$ cat config.mk
export PLATFORM = sky130hd
export DESIGN_NAME = ilvmap_top
export DESIGN_NICKNAME = d
export VERILOG_FILES = /design/src/rtl/ilvmap_pkg.sv /design/src/rtl/ilvmap_regs.sv /design/src/rtl/ilvmap_decode.sv /design/src/rtl/ilvmap_route.sv /design/src/rtl/ilvmap_top.sv
export SDC_FILE = /design/constraint.sdc
export NUM_CORES = 1
export LEC_CHECK = 0
export BUFFER_PORTS_ARGS = -buffer_cell sky130_fd_sc_hd__buf_2
export CORE_MARGIN = 2
export CORE_UTILIZATION = 45
export DETAILED_ROUTE_END_ITERATION = 16
export PLACE_DENSITY_LB_ADDON = 0.12
export SYNTH_ARGS = -nofsm -noshare
export SYNTH_HDL_FRONTEND = slang
export SYNTH_HIERARCHICAL = 1
export SYNTH_SLANG_ARGS = --single-unit
$ cat constraint.sdc
create_clock -name clk -period 2.3 [get_ports clk]
set_input_delay 0.115 -clock clk [delete_from_list [all_inputs] [get_ports clk]]
set_output_delay 0.115 -clock clk [all_outputs]
set_load 0.05 [all_outputs]
$ cat src/rtl/ilvmap_pkg.sv
package ilvmap_pkg;
  typedef enum logic [1:0] {
    TGT_OFF = 2'd0,
    TGT_B0  = 2'd1,
    TGT_B1  = 2'd2,
    TGT_ILV = 2'd3
  } tgt_e;

  localparam int REG_W     = 32;
  localparam int MIN_SZ_LG = 24;  // smallest section: 16 MB
  localparam int GRAN_LG0  = 7;   // smallest granule: 128 B

  typedef struct packed {
    logic [2:0] size_code;
    logic [1:0] gran_code;
    tgt_e       tgt;
  } route_t;
endpackage

$ cat src/rtl/ilvmap_regs.sv
module ilvmap_regs #(
  parameter int NSEC = 4,
  localparam int IW = (NSEC > 1) ? $clog2(NSEC) : 1
) (
  input  logic        clk,
  input  logic        rst,
  input  logic        cfg_we,
  input  logic [IW-1:0] cfg_idx,
  input  logic [31:0] cfg_wdata,
  output logic [31:0] cfg_rdata,
  output logic [31:0] sec_q [NSEC]
);
  always_ff @(posedge clk) begin
    if (rst) begin
      for (int i = 0; i < NSEC; i++) sec_q[i] <= '0;
      cfg_rdata <= '0;
    end else begin
      if (cfg_we) sec_q[cfg_idx] <= cfg_wdata;
      cfg_rdata <= sec_q[cfg_idx];
    end
  end


  readback_hold_chk: assert property (@(posedge clk) disable iff (rst)
    cfg_we |=> sec_q[$past(cfg_idx)] == $past(cfg_wdata));
endmodule

$ cat src/rtl/ilvmap_decode.sv
module ilvmap_decode
  import ilvmap_pkg::*;
#(
  parameter int NSEC = 4
) (
  input  logic [7:0]  addr_hi,
  input  logic [31:0] sec_q [NSEC],
  output logic        hit,
  output route_t      route
);
  logic [NSEC-1:0] match;
  logic [NSEC-1:0] unused_bits;

  for (genvar g = 0; g < NSEC; g++) begin : g_sec
    logic [7:0] base;
    logic [7:0] mask;
    assign base = sec_q[g][31:24];
    assign mask = 8'hFF << sec_q[g][22:20];
    assign match[g] = (sec_q[g][9:8] != TGT_OFF) &&
                      (((addr_hi ^ base) & mask) == 8'h00);
    assign unused_bits[g] = ^{sec_q[g][23], sec_q[g][19:18],
                              sec_q[g][15:10], sec_q[g][7:0]};
  end

  always_comb begin
    hit   = 1'b0;
    route = '0;
    for (int i = NSEC - 1; i >= 0; i--) begin
      if (match[i]) begin
        hit             = 1'b1;
        route.size_code = sec_q[i][22:20];
        route.gran_code = sec_q[i][17:16];
        route.tgt       = tgt_e'(sec_q[i][9:8]);
      end
    end
  end
endmodule

$ cat src/rtl/ilvmap_route.sv
module ilvmap_route
  import ilvmap_pkg::*;
#(
  parameter int ADDR_W = 32
) (
  input  logic              clk,
  input  logic              rst,
  input  logic              req_valid,
  input  logic [ADDR_W-1:0] req_addr,
  input  logic              hit,
  input  route_t            route,
  input  logic              b0_ready,
  input  logic              b1_ready,
  output logic              req_ready,
  output logic              b0_valid,
  output logic              b1_valid,
  output logic [ADDR_W-1:0] local_addr,
  output logic              err_valid
);
  logic [ADDR_W-1:0] offset, hi_part, lo_part;
  logic [4:0]        glg;
  logic              use_b1;

  always_comb begin
    offset  = req_addr & ~({ADDR_W{1'b1}} << (MIN_SZ_LG + int'(route.size_code)));
    glg     = 5'(GRAN_LG0) + ((route.gran_code == 2'd3) ? 5'd2 : 5'(route.gran_code));
    hi_part = (offset >> (glg + 5'd1)) << glg;
    lo_part = offset & ~({ADDR_W{1'b1}} << glg);
    case (route.tgt)
      TGT_ILV: begin
        use_b1     = offset[glg];
        local_addr = hi_part | lo_part;
      end
      TGT_B1: begin
        use_b1     = 1'b1;
        local_addr = offset;
      end
      default: begin
        use_b1     = 1'b0;
        local_addr = offset;
      end
    endcase
    b0_valid  = req_valid && hit && !use_b1;
    b1_valid  = req_valid && hit && use_b1;
    req_ready = !hit || (use_b1 ? b1_ready : b0_ready);
  end

  always_ff @(posedge clk) begin
    if (rst) err_valid <= 1'b0;
    else     err_valid <= req_valid && !hit;
  end


  one_bank_chk: assert property (@(posedge clk) disable iff (rst)
    !(b0_valid && b1_valid));

  miss_err_chk: assert property (@(posedge clk) disable iff (rst)
    (req_valid && !hit) |=> err_valid);

  miss_no_fwd_chk: assert property (@(posedge clk) disable iff (rst)
    (req_valid && !hit) |-> (!b0_valid && !b1_valid && req_ready));

  stall_hold_chk: assert property (@(posedge clk) disable iff (rst)
    (b1_valid && !b1_ready) |-> !req_ready);
endmodule

$ cat src/rtl/ilvmap_top.sv
module ilvmap_top
  import ilvmap_pkg::*;
#(
  parameter int NSEC   = 4,
  parameter int ADDR_W = 32,
  localparam int IW = (NSEC > 1) ? $clog2(NSEC) : 1
) (
  input  logic              clk,
  input  logic              rst,
  input  logic              cfg_we,
  input  logic [IW-1:0]     cfg_idx,
  input  logic [31:0]       cfg_wdata,
  output logic [31:0]       cfg_rdata,
  input  logic              req_valid,
  output logic              req_ready,
  input  logic [ADDR_W-1:0] req_addr,
  input  logic              req_write,
  output logic              b0_valid,
  input  logic              b0_ready,
  output logic [ADDR_W-1:0] b0_addr,
  output logic              b0_write,
  output logic              b1_valid,
  input  logic              b1_ready,
  output logic [ADDR_W-1:0] b1_addr,
  output logic              b1_write,
  output logic              err_valid
);
  logic [31:0]       sec_q [NSEC];
  logic              hit;
  route_t            route;
  logic [ADDR_W-1:0] local_addr;

  ilvmap_regs #(.NSEC(NSEC)) u_regs (
    .clk(clk), .rst(rst), .cfg_we(cfg_we), .cfg_idx(cfg_idx),
    .cfg_wdata(cfg_wdata), .cfg_rdata(cfg_rdata), .sec_q(sec_q)
  );

  ilvmap_decode #(.NSEC(NSEC)) u_dec (
    .addr_hi(req_addr[ADDR_W-1 -: 8]), .sec_q(sec_q), .hit(hit), .route(route)
  );

  ilvmap_route #(.ADDR_W(ADDR_W)) u_route (
    .clk(clk), .rst(rst), .req_valid(req_valid), .req_addr(req_addr),
    .hit(hit), .route(route), .b0_ready(b0_ready), .b1_ready(b1_ready),
    .req_ready(req_ready), .b0_valid(b0_valid), .b1_valid(b1_valid),
    .local_addr(local_addr), .err_valid(err_valid)
  );

  assign b0_addr  = local_addr;
  assign b1_addr  = local_addr;
  assign b0_write = req_write;
  assign b1_write = req_write;


  hit_enabled_chk: assert property (@(posedge clk) disable iff (rst)
    hit |-> route.tgt != TGT_OFF);
endmodule

==> metrics.cfg, run 1 <==
[placement]
dp_hpwl_um = 16100
place.gp.congestion = 0.862
place_ws_ns = -0.554
port_buffers = 148

[sta]
tightest_slew_ns = 0.590
final.period_utilization_pct = 140
max_freq_mhz = 310
relSlewSlack_pct = 60.6
grt_setup_unrepaired = true
hold_viol = 0
timing.final.ws_setup_ns = -0.922
slew_viol_final = 0
min_period_ns = 3.22
finalClockSkew_ns = 0.00836
setup_violations = 51

[layout]
drive_gt1_share_pct = 40.1
antenna_cells = 0
area_delta_synth_final_pct = 35.7
nets = 1093

[logic_synthesis]
synth_area_per_cell_um2 = 10.3
yosys-top-cells-area = dfxtp_1 (38%), mux2i_1 (23%), nand2b_1 (12%), buf_4 (3.8%), o22ai_1 (2.5%)
yosys_warnings = 6
yosysUniqueCellTypes = 61
synth_top_cells_by_count = mux2i_1 (195), nand2b_1 (163), dfxtp_1 (161), buf_4 (42), o22ai_1 (33)
synth_most_common_cell = mux2i_1
syn-cell-area_um2 = 8400
syn_nets = 892
synth_cells = 819
synth_largest_area_cell = dfxtp_1
post-synth-top-area-fraction_pct = 38.4
yosysSeqAreaShare_pct = 38.4
synth_edf_count = 0
async_flop_share_pct = 0
ys_ff_latch = 161
synth_ff_type = dfxtp_1

[worst_hold_path]
hold_path.startpoint = cfg_wdata[29]
hold_path_end = u_regs/sec_q[93]
hold_path_class = in2reg
holdPathStages = 3

[clock_tree]
path_clk_slew_ns = 0.06
clockBufferDepth = 2
cts_root_buffer = clkbuf_16
cts_made_buffers = 17
clock_latency_ns = 0.42
clkSinkCount = 161
tritoncts = yes
cts.htree.levels = 4

[grt]
grt.overflow.total = 0
grt_pass1_vias = 7097
antenna_found_initial = 0
grt_usage_pct = 24.5
grt_pass1_wl_um = 37900
grt_max_degree = 80

[setup_path]
critical-path-slowest-cell = a2111oi_4
crit_arrival_ns = 3.11
r2r-end = u_route/err_valid
worstRegToRegCells = 7
cp-startpoint = u_regs/sec_q[62]
cp-start-kind = register
cpPeakStageDelay_ns = 0.43
path_class = reg2out
worst-path-max-fanout = 3
crit_chain = xnor2_2 -> a31oi_2 -> a2111oi_4 -> a221oi_2 -> a221o_1 -> o221a_1 -> mux2_4 -> o221ai_4 -> mux2i_4 -> buf_6
r2r-start = u_regs/sec_q[120]
end_kind = output port
required_ns = 2.18
r2r_slack_ns = 0.15

[detailed_routing]
antenna_left = 0
drc = 0
first_pass_iters = 4
via_per_inst = 5.36
routed_wl_um = 24700
wl_per_cell_um = 19.6
drt_iter0_markers = 314
vias = 6764

[power]
ir_drop_mv = 0.489
internal-power_mw = 4.92
switching_share_pct = 27.5
power_frac_seq_pct = 43.4
combPwrFrac_pct = 15.2
p_leak_nw = 5.25
pwr-share-clk_pct = 41.4
power_density_nw_per_um2 = 595
power.switching_mw = 1.87
p_total_mw = 6.79

[die]
die_height_um = 141
die_w_um = 141
row_count = 49
core_um2 = 18100
io-pin-count = 175
initial_core_util_pct = 46.3
die_area_um2 = 19800

[flow_run]
cap_violations = 0

[status]
outcome = finished, violations left
violations = negative setup slack

## area by class of cell
cell class	count	area [µm²]
tap	229	287
clock inverter	12	124
multi-input combinational	557	4970
timing repair buffer	278	2280
clock buffer	20	467
fill	1429	6750
sequential	161	3260
inverter	5	18.8
## routing by layer
layer	wire length, µm	part of all wire [%]	track usage, %
met3	1330	5.4	5.57
met5	0	0	0
met4	749	3.0	9.37
met2	12000	49	43.1
met1	10600	43	29.1
## sequential cells by signal, indices dropped and copies added (netlist names)
signal,count
u_route/err_valid,1
u_regs/sec_q,128
u_regs/cfg_rdata,32
## power by group through the flow
stage / Clock [mW] / Combinational (mW) / Sequential [mW]
after detailed placement: 0 / 0.937 / 3.00
after CTS: 2.86 / 1.01 / 2.94
after global placement: 0 / 0.923 / 3.00
final: 2.81 / 1.03 / 2.94
after global routing: 2.98 / 1.09 / 2.95
after floorplan: 0 / 0.690 / 3.05
## what timing repair did
item	in CTS	in global routing
pin swaps	15	29
hold buffers	1	0
resized for setup	158	51
endpoints found under the setup margin	51	52
hold endpoints to repair	1	0
buffers inserted	16	7
gates cloned	2	0
## worst max path at each step
stage | end | slack [ns]
finish | req_ready | -0.92
global route | req_ready | -1.05
CTS | req_ready | -0.89
detailed placement | req_ready | -0.55
global placement | req_ready | -0.53
floorplan | b1_addr[24] | -0.41
## placed cells by master (no fill, tap or decap), types with 4 or more instances in the layout
master        n
buf_6        51
dfxtp_2      16
inv_1         5
buf_4       108
inv_6         4
a211oi_2      4
nor2_1        7
xor2_1       14
buf_12        8
clkinvlp_4    4
buf_8        13
xnor2_1      11
a21oi_4       5
dfxtp_1     141
mux2_4       17
mux2i_1     192
buf_2        95
nand2_1      14
o22ai_1      32
xnor2_2       4
o21ai_1       5
nand3_1       4
dfxtp_4       4
clkbuf_16    17
a221o_1       4
nand2b_1    161
## logic make-up after synthesis
logic type                Yosys count  synth area share, %
and+or+nand+nor                   219                 15.5
muxes                             212                 25.9
DFF                               161                 38.4
buffers and inverters             101                 8.25
AOI/OAI and AO/OA                  93                 8.52
xor gates and xnor gates           32                 3.43
other                               1               0.0446
## stage by stage
stage	std cells	utilization, %	hold WS, ns	cell area (µm²)	TNS (ns)
2_1_floorplan	819	-	0.191	8700	-8.87
3_3_place_gp	1204	54.0	0.231	9810	-19.78
3_5_place_dp	1204	54.0	0.231	9810	-21.42
4_1_cts	1255	61.4	0.0205	11100	-41.01
5_1_grt	1262	62.8	0.0350	11400	-48.17
6_report	1262	62.8	0.0331	11400	-42.25
## critical path, delay by kind of cell, from the launching register on
family,cells,cell delay [ns]
flip-flops,1,0.33
multiplexers,2,0.60
XOR/XNOR,1,0.16
buffers and inverters,1,0.18
AO/OA/AOI/OAI,6,1.42
Power figures use the tool's default switching activity.
==> run 2: changes to the inputs <==
Settings changed: ABC_AREA set to 1, SETUP_SLACK_MARGIN set to 0.5.
Clock period 2.3 ns to 2.6 ns, I/O delays scaled along.
==> run 2 against run 1 <==
Effect of this change: the flow still finishes with violations (negative setup slack); sequential cell count unchanged; combinational power about the same; cell count increased by 35%; worst setup slack improved by 0.75 ns; non-clock buffer count decreased by 34; critical path depth increased by 4; count of clock-buffer cells in the layout decreased by 1; design area increased by 2.5%; register-to-register slack improved by 0.83 ns; die area increased by 4.3%; wire length increased by 12%; synthesized cell count increased by 60%; critical endpoint is now b0_addr[25]; largest cell class unchanged.
==> metrics.cfg, run 2 <==
[status]
outcome = finished, violations left
violations = negative setup slack

[clock_tree]
path_clk_slew_ns = 0.06
tritoncts = yes
cts.htree.levels = 4
clock_latency_ns = 0.42
clockBufferDepth = 2
cts_root_buffer = clkbuf_16
clkSinkCount = 161
cts_made_buffers = 17

[sta]
finalClockSkew_ns = 0.00710
min_period_ns = 2.77
tightest_slew_ns = 0.956
setup_tns_ns = -4.49
final.period_utilization_pct = 107
grt_setup_unrepaired = true
slew_viol_final = 0
timing.final.ws_setup_ns = -0.171
max_freq_mhz = 361
relSlewSlack_pct = 36.3
hold_viol = 0
setup_violations = 51

[layout]
final_common_cell = nand2_1
reg.largest.list = u_regs/sec_q: 128 flops, u_regs/cfg_rdata: 32 flops, u_route/err_valid: 1 flops
area_delta_synth_final_pct = 33.2
nets = 1501
largest_reg_flops = 128
regMostFlops = u_regs/sec_q
antenna_cells = 0
drive_gt1_share_pct = 28.2
design_area_um2 = 11700
final_cell_mix = nand2_1 (307), nor2_1 (147), dfxtp_1 (125), nand3_1 (116)

[worst_hold_path]
hold_path.startpoint = cfg_wdata[20]
hold_path_class = in2reg

[die]
die_height_um = 144
row_count = 51
initial_core_util_pct = 45.5
die_area_um2 = 20600
io-pin-count = 175
die_w_um = 144
core_um2 = 19300

[grt]
antenna_found_initial = 0
grt_pass1_wl_um = 43100
grt_usage_pct = 26.2
grt_pass1_vias = 8388
grt.overflow.total = 0
grt_max_degree = 84

[logic_synthesis]
synth_ff_type = dfxtp_1
synth_largest_area_cell = dfxtp_1
synth_area_per_cell_um2 = 6.71
synth_cells = 1308
yosys-top-cells-area = dfxtp_1 (37%), nand2_1 (15%), nand3_1 (7.4%), nand4_1 (7.0%), nor2_1 (6.9%)
ys_ff_latch = 161
yosysSeqAreaShare_pct = 36.7
synth_top_cells_by_count = nand2_1 (339), dfxtp_1 (161), nor2_1 (161), nand3_1 (130), a21oi_1 (107)
synth_most_common_cell = nand2_1
yosysUniqueCellTypes = 36
post-synth-top-area-fraction_pct = 36.7
syn_nets = 1381
syn-cell-area_um2 = 8770
async_flop_share_pct = 0
yosys_warnings = 6
synth_edf_count = 0

[setup_path]
end_kind = output port
cp-startpoint = u_regs/sec_q[63]
crit_arrival_ns = 2.64
r2r-start = u_regs/sec_q[125]
required_ns = 2.47
path_class = reg2out
worst-path-max-fanout = 5
cp-start-kind = register

[detailed_routing]
routed_wl_um = 27600
first_pass_iters = 5
antenna_left = 0
wl_per_cell_um = 16.2
vias = 9134
via_per_inst = 5.36
drc = 0
drt_iter0_markers = 727

[placement]
dp_hpwl_um = 16600
port_buffers = 148
place.gp.congestion = 0.927
placed_area_um2 = 9860
place_ws_ns = -0.0352

[power]
power_density_nw_per_um2 = 528
p_leak_nw = 5.05
ir_drop_mv = 0.449

[flow_run]
cap_violations = 0

-- run 2: cell types whose count changed in the layout (fill, tap and decap cells not counted), moves of 96 or more --
cell | before | now
nand2_1 | 14 | 307
mux2i_1 | 192 | 0
nand2b_1 | 161 | 0
nor2_1 | 7 | 147
nand3_1 | 4 | 116
nand4_1 | 2 | 98
-- run 2: per-stage QoR --
stage	hold WS, ns	instances	power [mW]	util, %
5_1_grt	0.0134	1704	6.42	60.6
3_5_place_dp	0.260	1620	3.54	51.2
3_3_place_gp	0.260	1620	3.54	51.2
2_1_floorplan	0.206	1308	3.39	-
4_1_cts	0.000347	1696	6.18	59.0
6_report	0.0159	1704	6.17	60.6
-- run 2: layout make-up --
class / instances / area [µm²]
clock buffers: 19 / 433
clock inverters: 11 / 155
fillers: 1757 / 7590
inverters: 57 / 226
multi-input cells: 946 / 5220
flip-flops and latches: 161 / 3290
well taps: 265 / 332
repair buffers: 244 / 2010
repair inverters: 1 / 16.3
-- run 2: path summary, 6_finish.rpt --
path / to / depth (start not counted) / slack (ns)
max: b0_addr[25] / 14 / -0.17
min: u_regs/sec_q[20] / 3 / 0.02
max reg2reg: u_route/err_valid / 9 / 0.98
min reg2reg: u_regs/sec_q[47] / 2 / 0.46
-- run 2: logic make-up after synthesis --
kind of cell	Yosys count	synth area share (%)
AND/OR/NAND/NOR	784	40.8
AO/OA/AOI/OAI	138	8.00
other	1	0.0427
XOR/XNOR	20	2.00
flip-flops	161	36.7
buffers and inverters	203	12.3
multiplexers	1	0.114
-- run 2: power breakdown --
part	switching [mW]	internal, mW
sequential	0.0648	2.55
clock	1.04	1.51
combinational	0.673	0.330
-- run 2: worst max-delay path: stages, from the launching register on --
cell and delay (ns):
dfxtp_2 0.33, xor2_1 0.14, nor2_1 0.21, nand2_2 0.11, nor2_4 0.15, nand2_2 0.11, nand2_1 0.10, nand3_2 0.10
a21oi_4 0.25, nand2_2 0.10, a21boi_2 0.19, buf_4 0.15, nand2_4 0.04, o21ai_4 0.07, buf_6 0.18
-- run 2: repair_timing --
| action | CTS | global route |
|---|---|---|
| setup endpoints to repair | 51 | 51 |
| hold buffers | 30 | 0 |
| buffers inserted | 13 | 8 |
| cloned | 3 | 0 |
| resized for setup | 153 | 80 |
| pin swaps | 30 | 29 |
| endpoints found under the hold margin | 55 | 0 |
-- run 2: layer usage --
layer,vias up,wire [µm],GRT usage [%]
met4,0,622,8.88
met5,-,0,0
met3,46,1800,4.90
met2,342,13500,44.1
li1,4512,-,-
met1,4234,11700,33.8
==> run 3: changes to the inputs <==
Settings changed: SYNTH_HIERARCHICAL 1 to unset.
Clock period 2.6 ns to 2.8 ns, I/O delays scaled along.
==> run 3 against run 2 <==
Effect of this change: the run now ends clean; sequential cell count stayed put; worst setup slack better by 0.19 ns; synthesized area is 11% lower; core utilization is 3.5 points higher; synthesized cell count is 18% lower; worst hold slack worse by 0.012 ns; die area is 10% lower; wire length is 5.3% lower; critical path depth is 2 higher; clock skew is 0.0013 ns higher; critical path type unchanged; critical endpoint is now b1_addr[29]; largest power group unchanged.
==> metrics.cfg, run 3 <==
[layout]
antenna_cells = 0
final_common_cell = nand2_1
nets = 1291
largest_reg_flops = 128
fillers = 1458
fin_cells = 1456
reg.largest.list = u_regs.sec_q: 128 flops, u_regs.cfg_rdata: 32 flops, u_route.err_valid: 1 flops
final_cell_mix = nand2_1 (153), dfxtp_1 (134), nor2_1 (123), buf_2 (96), inv_1 (85)
drive_gt1_share_pct = 35.6
regMostFlops = u_regs.sec_q
area_delta_synth_final_pct = 40.4

[die]
die_height_um = 136
die_area_um2 = 18500
core_um2 = 17200
io-pin-count = 175
row_count = 48
die_w_um = 136
initial_core_util_pct = 45.7

[logic_synthesis]
yosysUniqueCellTypes = 39
synth_area_per_cell_um2 = 7.34
synth_most_common_cell = nand2_1
post-synth-top-area-fraction_pct = 41.1
syn-cell-area_um2 = 7840
synth_top_cells_by_count = nand2_1 (195), dfxtp_1 (161), nor2_1 (131), inv_1 (98), a211oi_1 (76)
yosys-top-cells-area = dfxtp_1 (41%), nand2_1 (9.3%), a211oi_1 (7.3%), nor2_1 (6.3%), inv_1 (4.7%)
async_flop_share_pct = 0
synth_simple_gate_area_share_pct = 23.9
synthXorXnorAreaFrac_pct = 1.12
yosys.area_share.adder_pct = 0
yosysSeqAreaShare_pct = 41.1
synth_cells = 1068
synthMuxAreaShare_pct = 0.128
yosys_warnings = 0
synth_ff_type = dfxtp_1
synth_largest_area_cell = dfxtp_1
synth_top_family_by_area = simple AND/OR/NAND/NOR gates
synth_edf_count = 0
synth_compound_area_share_pct = 20.3
ys_ff_latch = 161

[sta]
slew_viol_final = 0
final.period_utilization_pct = 99.2
min_period_ns = 2.78
hold_ws_ns = 0.00399
tightest_slew_ns = 0.783
relSlewSlack_pct = 47.7
finalClockSkew_ns = 0.00842
hold_viol = 0
max_freq_mhz = 360
grt_setup_unrepaired = true
setup_tns_ns = 0
setup_violations = 0

[grt]
antenna_found_initial = 0
grt_pass1_vias = 7668
grt_max_degree = 60
grt.overflow.total = 0
top_usage_layer = met2
grt_usage_pct = 27.7
globalRouteMet1Util_pct = 34.6
use_met3_pct = 7.05
grt_pass1_wl_um = 39900
use_met2_pct = 45.8

[detailed_routing]
via_per_inst = 5.52
drc = 0
routed_wl_um = 26100
drt_iter0_markers = 583
antenna_left = 0
first_pass_iters = 5
wl_per_cell_um = 18.0
vias = 8037

[power]
switching_share_pct = 27.8
power_frac_seq_pct = 42.2
power.switching_mw = 1.61
internal-power_mw = 4.19
p_total_mw = 5.80
ir_drop_mv = 0.469
power_density_nw_per_um2 = 527
combPwrFrac_pct = 16.1
pwr-share-clk_pct = 41.6
p_leak_nw = 4.52

[worst_hold_path]
hold_path.startpoint = cfg_wdata[27]
hold_path_class = in2reg

[setup_path]
path_class = reg2out
cp-start-kind = register
required_ns = 2.66
end_kind = output port
worst-path-max-fanout = 7
r2r-start = u_regs.sec_q[86]
crit_arrival_ns = 2.64
cp-startpoint = u_regs.sec_q[86]

[placement]
place.gp.congestion = 0.949
place_inst = 1352
dp_hpwl_um = 15400
port_buffers = 148

[clock_tree]
path_clk_slew_ns = 0.06
cts_made_buffers = 17
tritoncts = yes
clkSinkCount = 161
clockBufferDepth = 2
cts.htree.levels = 4
cts_root_buffer = clkbuf_16
clock_latency_ns = 0.43

[status]
outcome = complete, no violations

[flow_run]
cap_violations = 0

[run 3: cell count changes in the layout (fill, tap and decap cells not counted), moves of 33 or more]
cell,delta
nand3_1,-63
nand2_1,-154
a211oi_1,+76
inv_1,+39
nand3b_1,-33
nand4_1,-95
a21oi_1,-45
[run 3: path summary, 6_finish.rpt]
| check | slack, ns | depth (start not counted) | endpoint |
|---|---|---|---|
| setup / recovery | 0.02 | 16 | b1_addr[29] |
| hold / removal | 0.004 | 3 | u_regs.sec_q[123] |
| setup reg to reg | 1.20 | 9 | u_route.err_valid |
| hold reg to reg | 0.46 | 2 | u_regs.sec_q[68] |
[run 3: timing repair]
| action | in CTS | in global routing |
|---|---|---|
| setup buffers | 30 | 12 |
| cloned | 5 | 0 |
| setup endpoints to repair | 51 | 51 |
| pin swaps | 36 | 52 |
| hold buffers | 25 | 0 |
| hold endpoints to repair | 26 | 0 |
| gates resized for setup | 217 | 81 |
[run 3: power by group through the flow]
stage	logic, mW	clock network, mW	registers (mW)
after floorplan	0.566	0	2.53
after global placement	0.767	0	2.50
after detailed placement	0.769	0	2.50
after CTS	0.879	2.44	2.44
after global routing	1.00	2.55	2.46
final	0.937	2.42	2.45
[run 3: layout make-up]
type	instances	area [µm²]	share of cell area, %
multi-input cells	689	4290	39.0
clock inverters	8	128	1.16
flip-flops and latches	161	3280	29.8
inverters	107	414	3.76
clock buffers	24	482	4.37
well taps	225	282	2.56
repair buffers	241	2120	19.3
repair inverters	1	11.3	0.102
[run 3: per-stage QoR]
step           cell area (µm²)  worst slack [ns]  utilization [%]
2_1_floorplan             8140             0.345                -
3_3_place_gp              8710             0.197             50.7
3_5_place_dp              8710             0.196             50.7
4_1_cts                  10600             0.152             61.8
5_1_grt                  11000           -0.0982             64.1
6_report                 11000            0.0229             64.1
[run 3: logic make-up after synthesis]
logic type / after synthesis
AOI/OAI and AO/OA: 241
xor gates and xnor gates: 10
buffers and inverters: 220
DFF: 161
muxes: 1
other: 1
and+or+nand+nor: 434
[run 3: worst max-delay path, stage by stage, from the launching register on]
cell	delay [ns]
dfxtp_4	0.38
buf_6	0.11
inv_2	0.04
nand2_2	0.07
o21ai_4	0.07
nor2_4	0.21
nand2_4	0.13
o21ai_2	0.14
inv_1	0.06
nand2_2	0.09
nand2_4	0.08
nand2_8	0.12
buf_12	0.11
inv_8	0.04
buf_6	0.12
o21ai_4	0.23
buf_8	0.19
[run 3: layer usage]
metal / up-vias / part of all wire, %
met4: 0 / 3.3
met2: 339 / 48
met5: - / 0
li1: 3844 / -
met1: 3776 / 42
met3: 78 / 7.1
